===== config.mk =====
export PLATFORM = sky130hd
export DESIGN_NAME = fixed_queue_axi_port
export DESIGN_NICKNAME = d
export VERILOG_FILES = /design/src/rtl/fxq_pkg.sv /design/src/rtl/fxq_store.sv /design/src/rtl/fxq_wr_ctrl.sv /design/src/rtl/fxq_rd_ctrl.sv /design/src/rtl/fixed_queue_axi_port.sv
export SDC_FILE = /design/constraint.sdc
export NUM_CORES = 1
export LEC_CHECK = 0
export ABC_AREA = 1
export ABC_CLOCK_PERIOD_IN_PS = 9300
export BUFFER_PORTS_ARGS = -buffer_cell sky130_fd_sc_hd__buf_2
export CAP_MARGIN = 20
export CORE_ASPECT_RATIO = 0.5
export CORE_MARGIN = 2
export CORE_UTILIZATION = 60
export CTS_BUF_LIST = sky130_fd_sc_hd__clkbuf_8
export CTS_CLUSTER_SIZE = 24
export DETAILED_ROUTE_END_ITERATION = 8
export PLACE_DENSITY = 0.82
export SYNTH_ARGS = -nofsm -noshare
export SYNTH_HDL_FRONTEND = slang
export SYNTH_SLANG_ARGS = --single-unit
export TNS_END_PERCENT = 5

===== constraint.sdc =====
create_clock -name clk -period 9.3 [get_ports clk]
set_input_delay 0 -clock clk [delete_from_list [all_inputs] [get_ports clk]]
set_output_delay 0 -clock clk [all_outputs]
set_load 0.01 [all_outputs]

===== src/rtl/fxq_pkg.sv =====
package fxq_pkg;
    typedef enum logic [1:0] {
        WS_ADDR,
        WS_BEAT,
        WS_UPPER,
        WS_RESP
    } wr_state_t;

    typedef enum logic [1:0] {
        RS_ADDR,
        RS_POP_LO,
        RS_POP_HI,
        RS_SEND
    } rd_state_t;

    localparam logic [2:0] SIZE_FULL = 3'd3;
    localparam logic [1:0] RESP_OKAY = 2'b00;
endpackage


===== src/rtl/fxq_store.sv =====
module fxq_store #(
    parameter int ENTRY_W = 32,
    parameter int DEPTH   = 8
) (
    input  logic               clk,
    input  logic               rst_n,
    input  logic               push_i,
    input  logic [ENTRY_W-1:0] push_data_i,
    input  logic               pop_i,
    output logic [ENTRY_W-1:0] head_o,
    output logic               full_o,
    output logic               empty_o
);
    localparam int PTR_W = (DEPTH > 1) ? $clog2(DEPTH) : 1;
    localparam int CNT_W = $clog2(DEPTH + 1);

    logic [ENTRY_W-1:0] mem [DEPTH];
    logic [PTR_W-1:0]   wptr, rptr;
    logic [CNT_W-1:0]   count;

    assign full_o  = (count == CNT_W'(DEPTH));
    assign empty_o = (count == '0);
    assign head_o  = mem[rptr];

    always_ff @(posedge clk) begin
        if (push_i) mem[wptr] <= push_data_i;
    end

    always_ff @(posedge clk) begin
        if (!rst_n) begin
            wptr  <= '0;
            rptr  <= '0;
            count <= '0;
        end else begin
            if (push_i) wptr <= (wptr == PTR_W'(DEPTH - 1)) ? '0 : wptr + 1'b1;
            if (pop_i)  rptr <= (rptr == PTR_W'(DEPTH - 1)) ? '0 : rptr + 1'b1;
            unique case ({push_i, pop_i})
                2'b10:   count <= count + 1'b1;
                2'b01:   count <= count - 1'b1;
                default: count <= count;
            endcase
        end
    end

    p_no_overflow_r7: assert property (@(posedge clk) disable iff (!rst_n)
        full_o |-> !push_i);
    p_no_underflow_r8: assert property (@(posedge clk) disable iff (!rst_n)
        empty_o |-> !pop_i);
endmodule


===== src/rtl/fxq_wr_ctrl.sv =====
module fxq_wr_ctrl
    import fxq_pkg::*;
#(
    parameter int DATA_W = 64,
    parameter int LEN_W  = 8
) (
    input  logic                clk,
    input  logic                rst_n,
    input  logic                awvalid,
    output logic                awready,
    input  logic [LEN_W-1:0]    awlen,
    input  logic [2:0]          awsize,
    input  logic                wvalid,
    output logic                wready,
    input  logic [DATA_W-1:0]   wdata,
    input  logic [DATA_W/8-1:0] wstrb,
    input  logic                wlast,
    output logic                bvalid,
    input  logic                bready,
    output logic                push_o,
    output logic [DATA_W/2-1:0] push_data_o,
    input  logic                full_i
);
    localparam int HALF_W = DATA_W / 2;
    localparam int HSTB_W = DATA_W / 16;

    wr_state_t        state, nxt;
    logic [2:0]       size_q;
    logic [LEN_W-1:0] len_q, beat_q;
    logic             any_lo, any_hi, wide, w_fire;

    assign any_lo = |wstrb[HSTB_W-1:0];
    assign any_hi = |wstrb[2*HSTB_W-1:HSTB_W];
    assign wide   = (size_q == SIZE_FULL);
    assign w_fire = wvalid && wready;

    always_ff @(posedge clk) begin
        if (!rst_n) begin
            state  <= WS_ADDR;
            size_q <= '0;
            len_q  <= '0;
            beat_q <= '0;
        end else begin
            state <= nxt;
            if (awvalid && awready) begin
                size_q <= awsize;
                len_q  <= awlen;
                beat_q <= '0;
            end else if (w_fire) begin
                beat_q <= beat_q + 1'b1;
            end
        end
    end

    always_comb begin
        nxt         = state;
        awready     = 1'b0;
        wready      = 1'b0;
        bvalid      = 1'b0;
        push_o      = 1'b0;
        push_data_o = wdata[HALF_W-1:0];
        unique case (state)
            WS_ADDR: begin
                awready = 1'b1;
                if (awvalid) nxt = WS_BEAT;
            end
            WS_BEAT: begin
                if (wvalid) begin
                    if (wide && any_lo && any_hi) begin
                        push_o = !full_i;
                        if (!full_i) nxt = WS_UPPER;
                    end else if (wide && !any_lo && !any_hi) begin
                        wready = 1'b1;
                        if (wlast) nxt = WS_RESP;
                    end else begin
                        push_o = !full_i;
                        wready = !full_i;
                        if (any_hi) push_data_o = wdata[DATA_W-1:HALF_W];
                        if (!full_i && wlast) nxt = WS_RESP;
                    end
                end
            end
            WS_UPPER: begin
                push_data_o = wdata[DATA_W-1:HALF_W];
                push_o      = wvalid && !full_i;
                wready      = !full_i;
                if (wvalid && !full_i) nxt = wlast ? WS_RESP : WS_BEAT;
            end
            WS_RESP: begin
                bvalid = 1'b1;
                if (bready) nxt = WS_ADDR;
            end
            default: nxt = WS_ADDR;
        endcase
    end

    p_wlast_resp_r9: assert property (@(posedge clk) disable iff (!rst_n)
        (w_fire && wlast) |=> bvalid);
    p_bvalid_hold_r9: assert property (@(posedge clk) disable iff (!rst_n)
        (bvalid && !bready) |=> bvalid);
    p_wlast_len_r9: assert property (@(posedge clk) disable iff (!rst_n)
        (w_fire && wlast) |-> (beat_q == len_q));
endmodule


===== src/rtl/fxq_rd_ctrl.sv =====
module fxq_rd_ctrl
    import fxq_pkg::*;
#(
    parameter int DATA_W = 64,
    parameter int LEN_W  = 8
) (
    input  logic                clk,
    input  logic                rst_n,
    input  logic                arvalid,
    output logic                arready,
    input  logic [LEN_W-1:0]    arlen,
    input  logic [2:0]          arsize,
    output logic                rvalid,
    input  logic                rready,
    output logic [DATA_W-1:0]   rdata,
    output logic                rlast,
    output logic                pop_o,
    input  logic [DATA_W/2-1:0] head_i,
    input  logic                empty_i
);
    localparam int HALF_W = DATA_W / 2;

    rd_state_t         state, nxt;
    logic [2:0]        size_q;
    logic [LEN_W-1:0]  len_q, beat_q;
    logic [HALF_W-1:0] lo_q, hi_q;

    assign rdata = {hi_q, lo_q};

    always_ff @(posedge clk) begin
        if (!rst_n) begin
            state  <= RS_ADDR;
            size_q <= '0;
            len_q  <= '0;
            beat_q <= '0;
            lo_q   <= '0;
            hi_q   <= '0;
        end else begin
            state <= nxt;
            if (arvalid && arready) begin
                size_q <= arsize;
                len_q  <= arlen;
                beat_q <= '0;
            end
            if (state == RS_POP_LO && !empty_i) begin
                lo_q <= head_i;
                hi_q <= head_i;
            end
            if (state == RS_POP_HI && !empty_i) hi_q <= head_i;
            if (rvalid && rready) beat_q <= beat_q + 1'b1;
        end
    end

    always_comb begin
        nxt     = state;
        arready = 1'b0;
        rvalid  = 1'b0;
        rlast   = 1'b0;
        pop_o   = 1'b0;
        unique case (state)
            RS_ADDR: begin
                arready = 1'b1;
                if (arvalid) nxt = RS_POP_LO;
            end
            RS_POP_LO: begin
                pop_o = !empty_i;
                if (!empty_i) nxt = (size_q == SIZE_FULL) ? RS_POP_HI : RS_SEND;
            end
            RS_POP_HI: begin
                pop_o = !empty_i;
                if (!empty_i) nxt = RS_SEND;
            end
            RS_SEND: begin
                rvalid = 1'b1;
                rlast  = (beat_q == len_q);
                if (rready) nxt = rlast ? RS_ADDR : RS_POP_LO;
            end
            default: nxt = RS_ADDR;
        endcase
    end

    p_rdata_stable_r10: assert property (@(posedge clk) disable iff (!rst_n)
        (rvalid && !rready) |=> (rvalid && $stable(rdata)));
    p_rlast_ends_r10: assert property (@(posedge clk) disable iff (!rst_n)
        (rvalid && rready && rlast) |=> arready);
endmodule


===== src/rtl/fixed_queue_axi_port.sv =====
module fixed_queue_axi_port
    import fxq_pkg::*;
#(
    parameter int DATA_W = 64,
    parameter int DEPTH  = 8,
    parameter int LEN_W  = 8
) (
    input  logic                clk,
    input  logic                rst_n,
    input  logic                awvalid,
    output logic                awready,
    input  logic [LEN_W-1:0]    awlen,
    input  logic [2:0]          awsize,
    input  logic                wvalid,
    output logic                wready,
    input  logic [DATA_W-1:0]   wdata,
    input  logic [DATA_W/8-1:0] wstrb,
    input  logic                wlast,
    output logic                bvalid,
    input  logic                bready,
    output logic [1:0]          bresp,
    input  logic                arvalid,
    output logic                arready,
    input  logic [LEN_W-1:0]    arlen,
    input  logic [2:0]          arsize,
    output logic                rvalid,
    input  logic                rready,
    output logic [DATA_W-1:0]   rdata,
    output logic [1:0]          rresp,
    output logic                rlast
);
    localparam int ENTRY_W = DATA_W / 2;

    logic               push, pop, full, empty;
    logic [ENTRY_W-1:0] push_data, head;

    assign bresp = RESP_OKAY;
    assign rresp = RESP_OKAY;

    fxq_store #(.ENTRY_W(ENTRY_W), .DEPTH(DEPTH)) u_store (
        .clk(clk), .rst_n(rst_n),
        .push_i(push), .push_data_i(push_data),
        .pop_i(pop), .head_o(head),
        .full_o(full), .empty_o(empty)
    );

    fxq_wr_ctrl #(.DATA_W(DATA_W), .LEN_W(LEN_W)) u_wr (
        .clk(clk), .rst_n(rst_n),
        .awvalid(awvalid), .awready(awready), .awlen(awlen), .awsize(awsize),
        .wvalid(wvalid), .wready(wready), .wdata(wdata), .wstrb(wstrb), .wlast(wlast),
        .bvalid(bvalid), .bready(bready),
        .push_o(push), .push_data_o(push_data), .full_i(full)
    );

    fxq_rd_ctrl #(.DATA_W(DATA_W), .LEN_W(LEN_W)) u_rd (
        .clk(clk), .rst_n(rst_n),
        .arvalid(arvalid), .arready(arready), .arlen(arlen), .arsize(arsize),
        .rvalid(rvalid), .rready(rready), .rdata(rdata), .rlast(rlast),
        .pop_o(pop), .head_i(head), .empty_i(empty)
    );
endmodule


==> flow_summary.yaml, run 1 <==
run_status:
  run_status: "completed"
cts:
  hold_buffers: 39
  clkSinkCount: 359
  root_buffer: "clkbuf_8"
  cts.repair.resized: 0
  postCtsSetupBuffers: 0
  numCtsBuffers: 46
  cts_tree: "done"
  clkLatencyLatePin_ns: 0.57
  clk_pin_slew_ns: 0.07
  htree_levels: 2
  cts_buffer_depth: 3
synth:
  syn_avg_cell_area_um2: 11.31
  synth_cells: 1285
  synth_area_leaders: "edfxtp_1, dfxtp_1, o21ai_0, nor2_1, a21oi_1"
  synth.yosys.seq_area_share: 0.6706
  synth_top_area_cell: "edfxtp_1"
  ys_seq_elements: 359
  syn_area_mm2: 0.01454
  ys_types: 39
  yosys_warnings: 0
  synth_top_area_frac: 0.5287
worst_setup_path:
  cp_max_fo: 34
  slowest_delay_ns: 0.78
  criticalPathCategory: "reg -> reg"
  cp_top_family: "buffers and inverters"
  start_kind: "flip-flop"
  crit_required_ns: 9.58
  critPathMostFrequentCell: "inv_1"
  critPathBufInv: 4
  slowest_stage: "a21oi_4"
  cp-end-kind: "flip-flop"
  arrival_ns: 3.60
  path_cells: "inv_1 -> ha_1 -> buf_4 -> inv_1 -> a21oi_4 -> o21ai_1 -> dlygate4sd3_1"
worst_hold_path:
  holdCritPathClass: "in -> reg"
pwr:
  powerDensity_mw_per_mm2: 283.5
  ir_drop_v: 0.0001316
  p_leak_nw: 6.317
  total_power_mw: 4.789
global_routing:
  grt_pass1_wl_um: 51760
  grt_start_max_net_pins: 95
  grt_pass1_vias: 10160
  grt_usage: 0.2617
  overflow: 0
  grt_antenna_before_repair: 0
routing:
  wl_per_cell_um: 18.42
  drt-initial-drc-count: 1254
  drt-vias-per-instance: 5.845
  drc: 0
  vias: 10660
  totalWireLength_um: 33610
  ant_nets: 0
  drt-pass1-iter-count: 5
final_layout:
  drive_gt1_frac: 0.1769
  fillers: 1600
  nNetsFinal: 1590
  post-route-util: 0.7075
  final_common_cell: "edfxtp_1"
  syn2layout_area_growth_pct: 16.18
  final_cells: 1824
  most-common-layout-cells: "edfxtp_1, o21ai_0, nor2_1"
  final_cell_area_mm2: 0.01689
  num_antenna_cells: 0
floorplan:
  die_area_mm2: 0.02557
  core_mm2: 0.02387
  start_util: 0.6090
  dieHeight_um: 114.1
  io_pins: 176
  row_count: 40
  die_x_um: 224.1
placed_design:
  portBuffers: 163
  place_inst: 1697
  gp_congestion: 0.8236
  place_area_mm2: 0.01550
  place_ws_ns: 5.890
  dpl.hpwl_um: 18330
sta:
  setup_viol: 0
  max_freq_mhz: 300.4
  tightest_slew_ns: 1.093
  clock_skew_ns: 0.01838
  slew_headroom: 0.2688
  worst_hold_slack_ns: 0.02582
  setup-tns-final_ns: 0
  finalCriticalPeriod_ns: 3.329
  slew_viol_final: 0
  grt_setup_unrepaired: "no"
  fin_crit_sh: 0.3580
  finalHoldViolCount: 0
  setup_slack_ns: 5.971
run:
  max_cap_viol_count: 0
==> sequential cells by signal (all words and copies together), names as in the netlist, named ones only <==
| register | cells |
|---|---|
| u_rd.lo_q | 32 |
| u_store.count | 4 |
| u_wr.size_q | 3 |
| u_store.mem | 256 |
| u_rd.beat_q | 8 |
| u_rd.size_q | 3 |
| u_wr.state | 2 |
| u_store.wptr | 3 |
| u_rd.hi_q | 32 |
| u_rd.len_q | 8 |
| u_rd.state | 2 |
| u_store.rptr | 3 |
==> routing by layer <==
layer / wire, um / vias up / GRT usage
li1: - / 4976 / -
met1: 13870 / 5145 / 0.3459
met2: 16560 / 472 / 0.4491
met3: 2416 / 68 / 0.04285
met4: 757 / 0 / 0.08800
met5: 0 / - / 0
==> synthesized netlist by cell type <==
cell type,count
buf_2,19
clkbuf_1,39
buf_12,2
buf_6,3
a21oi_1,84
buf_8,1
ha_1,16
o21ai_0,213
dfxtp_1,103
conb_1,1
and2_1,1
xnor2_1,9
or2_4,1
buf_1,2
or2_0,1
o211a_1,1
o22ai_1,31
o22ai_2,1
nor2_4,2
nand2_2,2
o211ai_1,33
edfxtp_1,256
or2_2,2
clkbuf_2,9
nor2_1,185
inv_2,3
nand3_1,51
nor2_2,4
inv_1,68
a21oi_2,1
o21ai_2,2
nand4_1,6
xor2_1,2
o21ai_1,46
buf_4,7
nor3_1,5
nand2_1,40
clkinv_1,1
mux2i_1,32
==> layout make-up <==
type / instances / area (um2) / area share
Timing Repair Buffer: 218 / 1371 / 0.08119
Sequential cell: 359 / 9758 / 0.5777
Clock buffer: 52 / 715.7 / 0.04237
Tap cell: 315 / 394.1 / 0.02333
Clock inverter: 33 / 221.5 / 0.01311
Multi-Input combinational cell: 775 / 4160 / 0.2463
Inverter: 72 / 270.3 / 0.01600
==> report_power, final <==
group / internal (mW) / leakage, nW / switching (mW)
registers: 2.01 / 3.16 / 0.141
logic: 0.456 / 2.62 / 1.02
clock network: 0.600 / 0.535 / 0.569
==> cell families after synthesis <==
group / count (synthesis) / share of synthesized area
compound gates: 412 / 0.1518
xor+xnor: 11 / 0.006627
fa+ha+maj: 16 / 0.01377
buf+inv: 154 / 0.04854
flops: 359 / 0.6706
mux: 32 / 0.02203
other cells: 1 / 0.0002579
simple gates: 300 / 0.08640
==> final timing paths <==
check | start | endpoint | slack, ns | cells past startpoint
hold / removal | wdata[36] | u_store.mem[5][4] | 0.03 | 3
setup reg to reg | u_wr.state[1] | u_store.mem[4][5] | 5.97 | 7
hold reg to reg | u_rd.size_q[1] | u_rd.size_q[1] | 0.46 | 2
setup / recovery | u_wr.state[1] | u_store.mem[4][5] | 5.97 | 7
==> tightest hold or removal path, stage by stage <==
cell     delay [ns]
buf_2          0.10
nand3_1        0.06
o21ai_1        0.19
(Power assumes the default switching activity.)
==> inputs of run 2 (changes only) <==
- ABC_AREA: 1 -> 0
- ABC_CLOCK_PERIOD_IN_PS: 9300 -> 3100
- clock period: 9.3 -> 3.1 ns (I/O delays scaled with it)
==> run 2 against run 1 <==
Net effect:
- combinational power up 110%
- non-clock buffer count rose by 66
- worst setup slack got worse by 5.8 ns
- sequential power grew to 2.9 times the previous value
- sequential share of layout area decreased by 0.98 points
- area after synthesis fell by 2.9%
- first-iteration DRC count is 33% lower
- total power grew to 2.6 times the previous value
- via count down 16%
- critical endpoint is now u_store.mem[4][9]
==> flow_summary.yaml, run 2 <==
floorplan:
  core_mm2: 0.02293
  io_pins: 176
  die_x_um: 220.9
  dieHeight_um: 112.5
  die_area_mm2: 0.02484
  row_count: 39
  start_util: 0.6154
run_status:
  run_status: "completed"
synth:
  synth-edff-count: 256
  synth_common_cells: "edfxtp_1, dfxtp_1, nor2_1, a211oi_1, mux4_2"
  ys_types: 53
  synth_cells: 888
  synth_top_area_cell: "edfxtp_1"
  syn_area_mm2: 0.01411
  synth.yosys.seq_area_share: 0.6908
  synth_top_area_frac: 0.5447
  yosys_warnings: 0
  yosysMostFrequentCell: "edfxtp_1"
  syn_avg_cell_area_um2: 15.89
  synth_area_leaders: "edfxtp_1, dfxtp_1, mux4_2, a211oi_1, mux2i_1"
  ys_seq_elements: 359
  synth_ff_type: "edfxtp_1"
  synthArstFlopShare: 0
final_layout:
  reg_top3: "u_store.mem x256, u_rd.hi_q x32, u_rd.lo_q x32"
  drive_gt1_frac: 0.2736
  final_common_cell: "edfxtp_1"
  regMostFlops: "u_store.mem"
  syn2layout_area_growth_pct: 21.72
  largest_reg_flops: 256
  num_antenna_cells: 0
  nNetsFinal: 1285
  most-common-layout-cells: "edfxtp_1, buf_2, dfxtp_1"
cts:
  clk_pin_slew_ns: 0.07
  cts.repair.resized: 0
  root_buffer: "clkbuf_8"
  clkLatencyLatePin_ns: 0.58
  numCtsBuffers: 47
  htree_levels: 2
  cts_tree: "done"
  cts_buffer_depth: 3
  clkSinkCount: 359
routing:
  drt-vias-per-instance: 5.919
  ant_nets: 0
  vias: 8955
  totalWireLength_um: 32690
  drt-pass1-iter-count: 5
  wl_per_cell_um: 21.60
  drt-initial-drc-count: 836
  drc: 0
sta:
  fin_crit_sh: 0.9327
  clock_skew_ns: 0.03171
  slew_headroom: 0.5845
  finalHoldViolCount: 0
  tightest_slew_ns: 0.6232
  max_freq_mhz: 345.8
  setup_slack_ns: 0.2086
  finalCriticalPeriod_ns: 2.891
  slew_viol_final: 0
  grt_setup_unrepaired: "no"
  setup_viol: 0
worst_hold_path:
  hp-start: "wdata[3]"
  holdCritPathClass: "in -> reg"
global_routing:
  grt_pass1_wl_um: 51080
  grt_usage: 0.2673
  grt_pass1_vias: 9241
  grt_antenna_before_repair: 0
  overflow: 0
  grt_start_max_net_pins: 62
worst_setup_path:
  crit_start: "u_wr.state[0]"
  path_cells: "ha_1 -> inv_1 -> nor4_1 -> o21a_1 -> buf_4 -> a22o_1 -> dlygate4sd3_1"
  crit_required_ns: 3.44
  rr_startpoint: "u_wr.state[0]"
  cp_max_fo: 32
  cp-end-kind: "flip-flop"
  slowest_delay_ns: 0.75
  criticalPathCategory: "reg -> reg"
  arrival_ns: 3.23
  start_kind: "flip-flop"
  slowest_stage: "dlygate4sd3_1"
run:
  max_cap_viol_count: 0
pwr:
  powerDensity_mw_per_mm2: 720.4
  total_power_mw: 12.38
  p_leak_nw: 6.172
  ir_drop_v: 0.0003978
placed_design:
  place_ws_ns: 0.4508
  portBuffers: 163
  gp_congestion: 0.8471
  dpl.hpwl_um: 19530
-- run 2: per-layer routing --
layer | vias to the layer above | wire, um | GRT usage
li1 | 4029 | - | -
met1 | 4488 | 13240 | 0.3527
met2 | 379 | 16650 | 0.4563
met3 | 59 | 2072 | 0.05236
met4 | 0 | 722 | 0.08412
met5 | - | 0 | 0
-- run 2: what timing repair did --
item | in CTS | in global routing
endpoints found under the setup margin | 0 | 0
buffers inserted | 0 | 0
hold endpoints to repair | 269 | 0
hold buffers | 88 | 0
-- run 2: stage by stage --
step	hold WS, ns	cell area [um2]	instances	TNS (ns)	utilization
floorplan	0.1217	14120	891	-193.97	-
finish	0.05002	17180	1513	0	0.7490
detailed placement	0.2465	15470	1337	0	0.6744
global placement	0.2416	15470	1337	0	0.6744
global route	0.05058	17180	1513	0	0.7490
CTS	0.002723	17180	1513	0	0.7490
-- run 2: final timing paths --
path,endpoint,slack (ns),depth (start not counted)
max,u_store.mem[4][9],0.21,7
min,u_store.mem[5][3],0.05,2
max reg2reg,u_store.mem[4][9],0.21,7
min reg2reg,u_rd.size_q[2],0.47,2
-- run 2: report_power, final --
group / total [mW] / internal (mW) / switching, mW
clock network: 3.14 / 1.45 / 1.69
registers: 6.16 / 5.94 / 0.214
logic: 3.08 / 1.32 / 1.76
-- run 2: critical path: cells and delay by family (launching register included) --
kind                     cells  cell delay [ns]
AO/OA/AOI/OAI                2             0.39
buffers and inverters        3             1.27
flip-flops                   1             0.44
AND/OR/NAND/NOR              1             0.29
adder cells (fa/ha/maj)      1             0.28
-- run 2: area by class of cell --
type / count / area [um2]
Clock inverter: 40 / 171.4
Multi-Input combinational cell: 462 / 4138
Fill cell: 1292 / 5756
Inverter: 13 / 50.05
Timing Repair Buffer: 284 / 2019
Tap cell: 307 / 384.1
Clock buffer: 48 / 660.6
Sequential cell: 359 / 9756
-- run 2: logic make-up after synthesis --
| family | after synthesis | synth area share |
|---|---|---|
| flops | 359 | 0.6908 |
| simple gates | 175 | 0.05647 |
| compound gates | 148 | 0.07731 |
| mux | 105 | 0.1312 |
| buf+inv | 70 | 0.02110 |
| fa+ha+maj | 16 | 0.01418 |
| xor+xnor | 14 | 0.008687 |
| other cells | 1 | 0.0002657 |
==> inputs of run 3 (changes only) <==
- MAX_ROUTING_LAYER: default -> met4
- PLACE_DENSITY: 0.82 -> 0.88
- TNS_END_PERCENT: 5 -> 1
==> run 3 against run 2 <==
Net effect:
- core utilization is 0.92 points higher
- count of clock-buffer cells in the layout is 5 higher
- clock power is 13% higher
- maximum frequency is 3.4% lower
- total power is 5.6% higher
- worst setup slack worse by 0.10 ns
- non-clock buffer count is 1 higher
- first-iteration DRC count is 56% higher
- die area stayed put
- sequential power hardly changed
- sequential share of layout area is 0.69 points lower
- critical path depth stayed put
- critical endpoint is now u_store.mem[1][14]
==> flow_summary.yaml, run 3 (synthesis gave the netlist of run 2 again) <==
routing:
  ant_nets: 0
  drt-initial-drc-count: 1300
  vias: 9952
  drc: 0
  totalWireLength_um: 39170
  drt-pass1-iter-count: 5
  wl_per_cell_um: 25.86
  drt-vias-per-instance: 6.569
run:
  max_cap_viol_count: 0
placed_design:
  dpl.hpwl_um: 19120
  portBuffers: 163
  place_area_mm2: 0.01546
  gp_congestion: 0.8272
final_layout:
  seqCellArea_mm2: 0.009756
  nNetsFinal: 1287
  drive_gt1_frac: 0.2742
  largest_reg_flops: 256
  syn2layout_area_growth_pct: 23.21
  final_cell_area_mm2: 0.01739
  fillers: 1154
  final_common_cell: "edfxtp_1"
  most-common-layout-cells: "edfxtp_1, buf_2, dfxtp_1"
  regMostFlops: "u_store.mem"
  reg_top3: "u_store.mem x256, u_rd.hi_q x32, u_rd.lo_q x32"
  multi_input_area_mm2: 0.004140
  post-route-util: 0.7582
global_routing:
  busiest_layer: "met2"
  grt_usage: 0.3276
  grt_antenna_before_repair: 0
  grt_start_max_net_pins: 65
  grt_pass1_vias: 10120
  grt.met2_usage: 0.5269
  grt_pass1_wl_um: 59170
  met1_usage: 0.3993
  met3_usage: 0.06440
  overflow: 0
worst_setup_path:
  cp.depth: 7
  cp-endpoint: "u_store.mem[1][14]"
  arrival_ns: 3.39
  critPathBufInv: 3
  r2r_end: "u_store.mem[1][14]"
  criticalPathCategory: "reg -> reg"
  slowest_stage: "dlygate4sd3_1"
  cp-end-kind: "flip-flop"
  crit_start: "u_wr.state[0]"
  cp_max_fo: 18
  crit_required_ns: 3.50
  cp_top_family: "buffers and inverters"
  path_cells: "ha_1 -> inv_1 -> nor4_1 -> o21a_1 -> buf_4 -> a22o_1 -> dlygate4sd3_1"
  slowest_delay_ns: 0.73
  rr_startpoint: "u_wr.state[0]"
  start_kind: "flip-flop"
  reg2reg_slack_ns: 0.11
  worstRegToRegCells: 7
floorplan:
  row_count: 39
  dieHeight_um: 112.5
  die_area_mm2: 0.02484
  io_pins: 176
  start_util: 0.6154
  core_mm2: 0.02293
  die_x_um: 220.9
cts:
  clkSinkCount: 359
  cts_tree: "done"
  htree_levels: 2
  numCtsBuffers: 48
  cts_buffer_depth: 3
  clk_pin_slew_ns: 0.08
  clkLatencyLatePin_ns: 0.61
  root_buffer: "clkbuf_8"
sta:
  setup-tns-final_ns: 0
  finalCriticalPeriod_ns: 2.993
  tightest_slew_ns: 0.9414
  slew_viol_final: 0
  setup_viol: 0
  worst_hold_slack_ns: 0.03212
  fin_crit_sh: 0.9655
  slew_headroom: 0.3711
  grt_setup_unrepaired: "no"
  finalHoldViolCount: 0
  clock_skew_ns: 0.05663
  max_freq_mhz: 334.1
run_status:
  run_status: "completed"
pwr:
  powerDensity_mw_per_mm2: 751.6
  total_power_mw: 13.07
  p_leak_nw: 6.300
  ir_drop_v: 0.0003854
worst_hold_path:
  holdCritPathClass: "in -> reg"
## run 3: cell count changes in the layout (fill, tap and decap cells not counted), moves of 3 or more
cell and change:
buf_4 -16, inv_1 -7, dlygate4sd3_1 +4, clkinv_1 -3
clkbuf_8 +5, dlymetal6s4s_1 +7, clkinv_2 +3, buf_12 +6
## run 3: routing by layer
layer / routed length (um) / vias to the layer above / share of wire
li1: - / 4031 / -
met1: 14030 / 4909 / 0.36
met2: 19370 / 833 / 0.49
met3: 3708 / 179 / 0.095
met4: 2060 / 0 / 0.053
met5: 0 / - / 0
## run 3: where the power goes
group | switching [mW] | internal (mW) | total (mW)
sequential | 0.227 | 5.94 | 6.17
combinational | 1.96 | 1.40 | 3.36
clock | 1.87 | 1.67 | 3.54
total | 4.06 | 9.01 | 13.1
## run 3: timing repair
item | CTS | global route
endpoints found under the hold margin | 288 | 0
endpoints found under the setup margin | 0 | 86
gates resized for setup | 0 | 8
hold buffers | 100 | 0
buffers inserted | 0 | 0
## run 3: worst min path at each step
| stage | startpoint | to | slack, ns | cells after the start |
|---|---|---|---|---|
| floorplan | rst_n | u_rd.beat_q[4] | 0.12 | 1 |
| global placement | arlen[4] | u_rd.len_q[4] | 0.24 | 3 |
| detailed placement | arlen[2] | u_rd.len_q[2] | 0.25 | 3 |
| CTS | wstrb[4] | u_wr.state[0] | 0.03 | 5 |
| global route | wdata[35] | u_store.mem[7][3] | 0.1 | 2 |
| finish | wdata[35] | u_store.mem[1][3] | 0.03 | 2 |
## run 3: final cells by class
cell class / count / share of cell area
Antenna cell: 1 / 0.0001439
Clock buffer: 53 / 0.04195
Clock inverter: 35 / 0.01043
Inverter: 13 / 0.002806
Multi-Input combinational cell: 462 / 0.2381
Sequential cell: 359 / 0.5610
Tap cell: 307 / 0.02209
Timing Repair Buffer: 285 / 0.1235
## run 3: stage by stage
stage          setup slack [ns]  cells
2_1_floorplan            -1.089    891
3_3_place_gp             0.5577   1327
3_5_place_dp             0.4127   1327
4_1_cts                 0.09964   1515
5_1_grt                 0.01776   1514
6_report                 0.1070   1515
## run 3: worst register-to-register path, cell delays in order (launching register included)
cell and delay (ns):
dfxtp_1 0.47, ha_1 0.31, inv_1 0.13, nor4_1 0.42, o21a_1 0.20, buf_4 0.30
a22o_1 0.23, dlygate4sd3_1 0.73
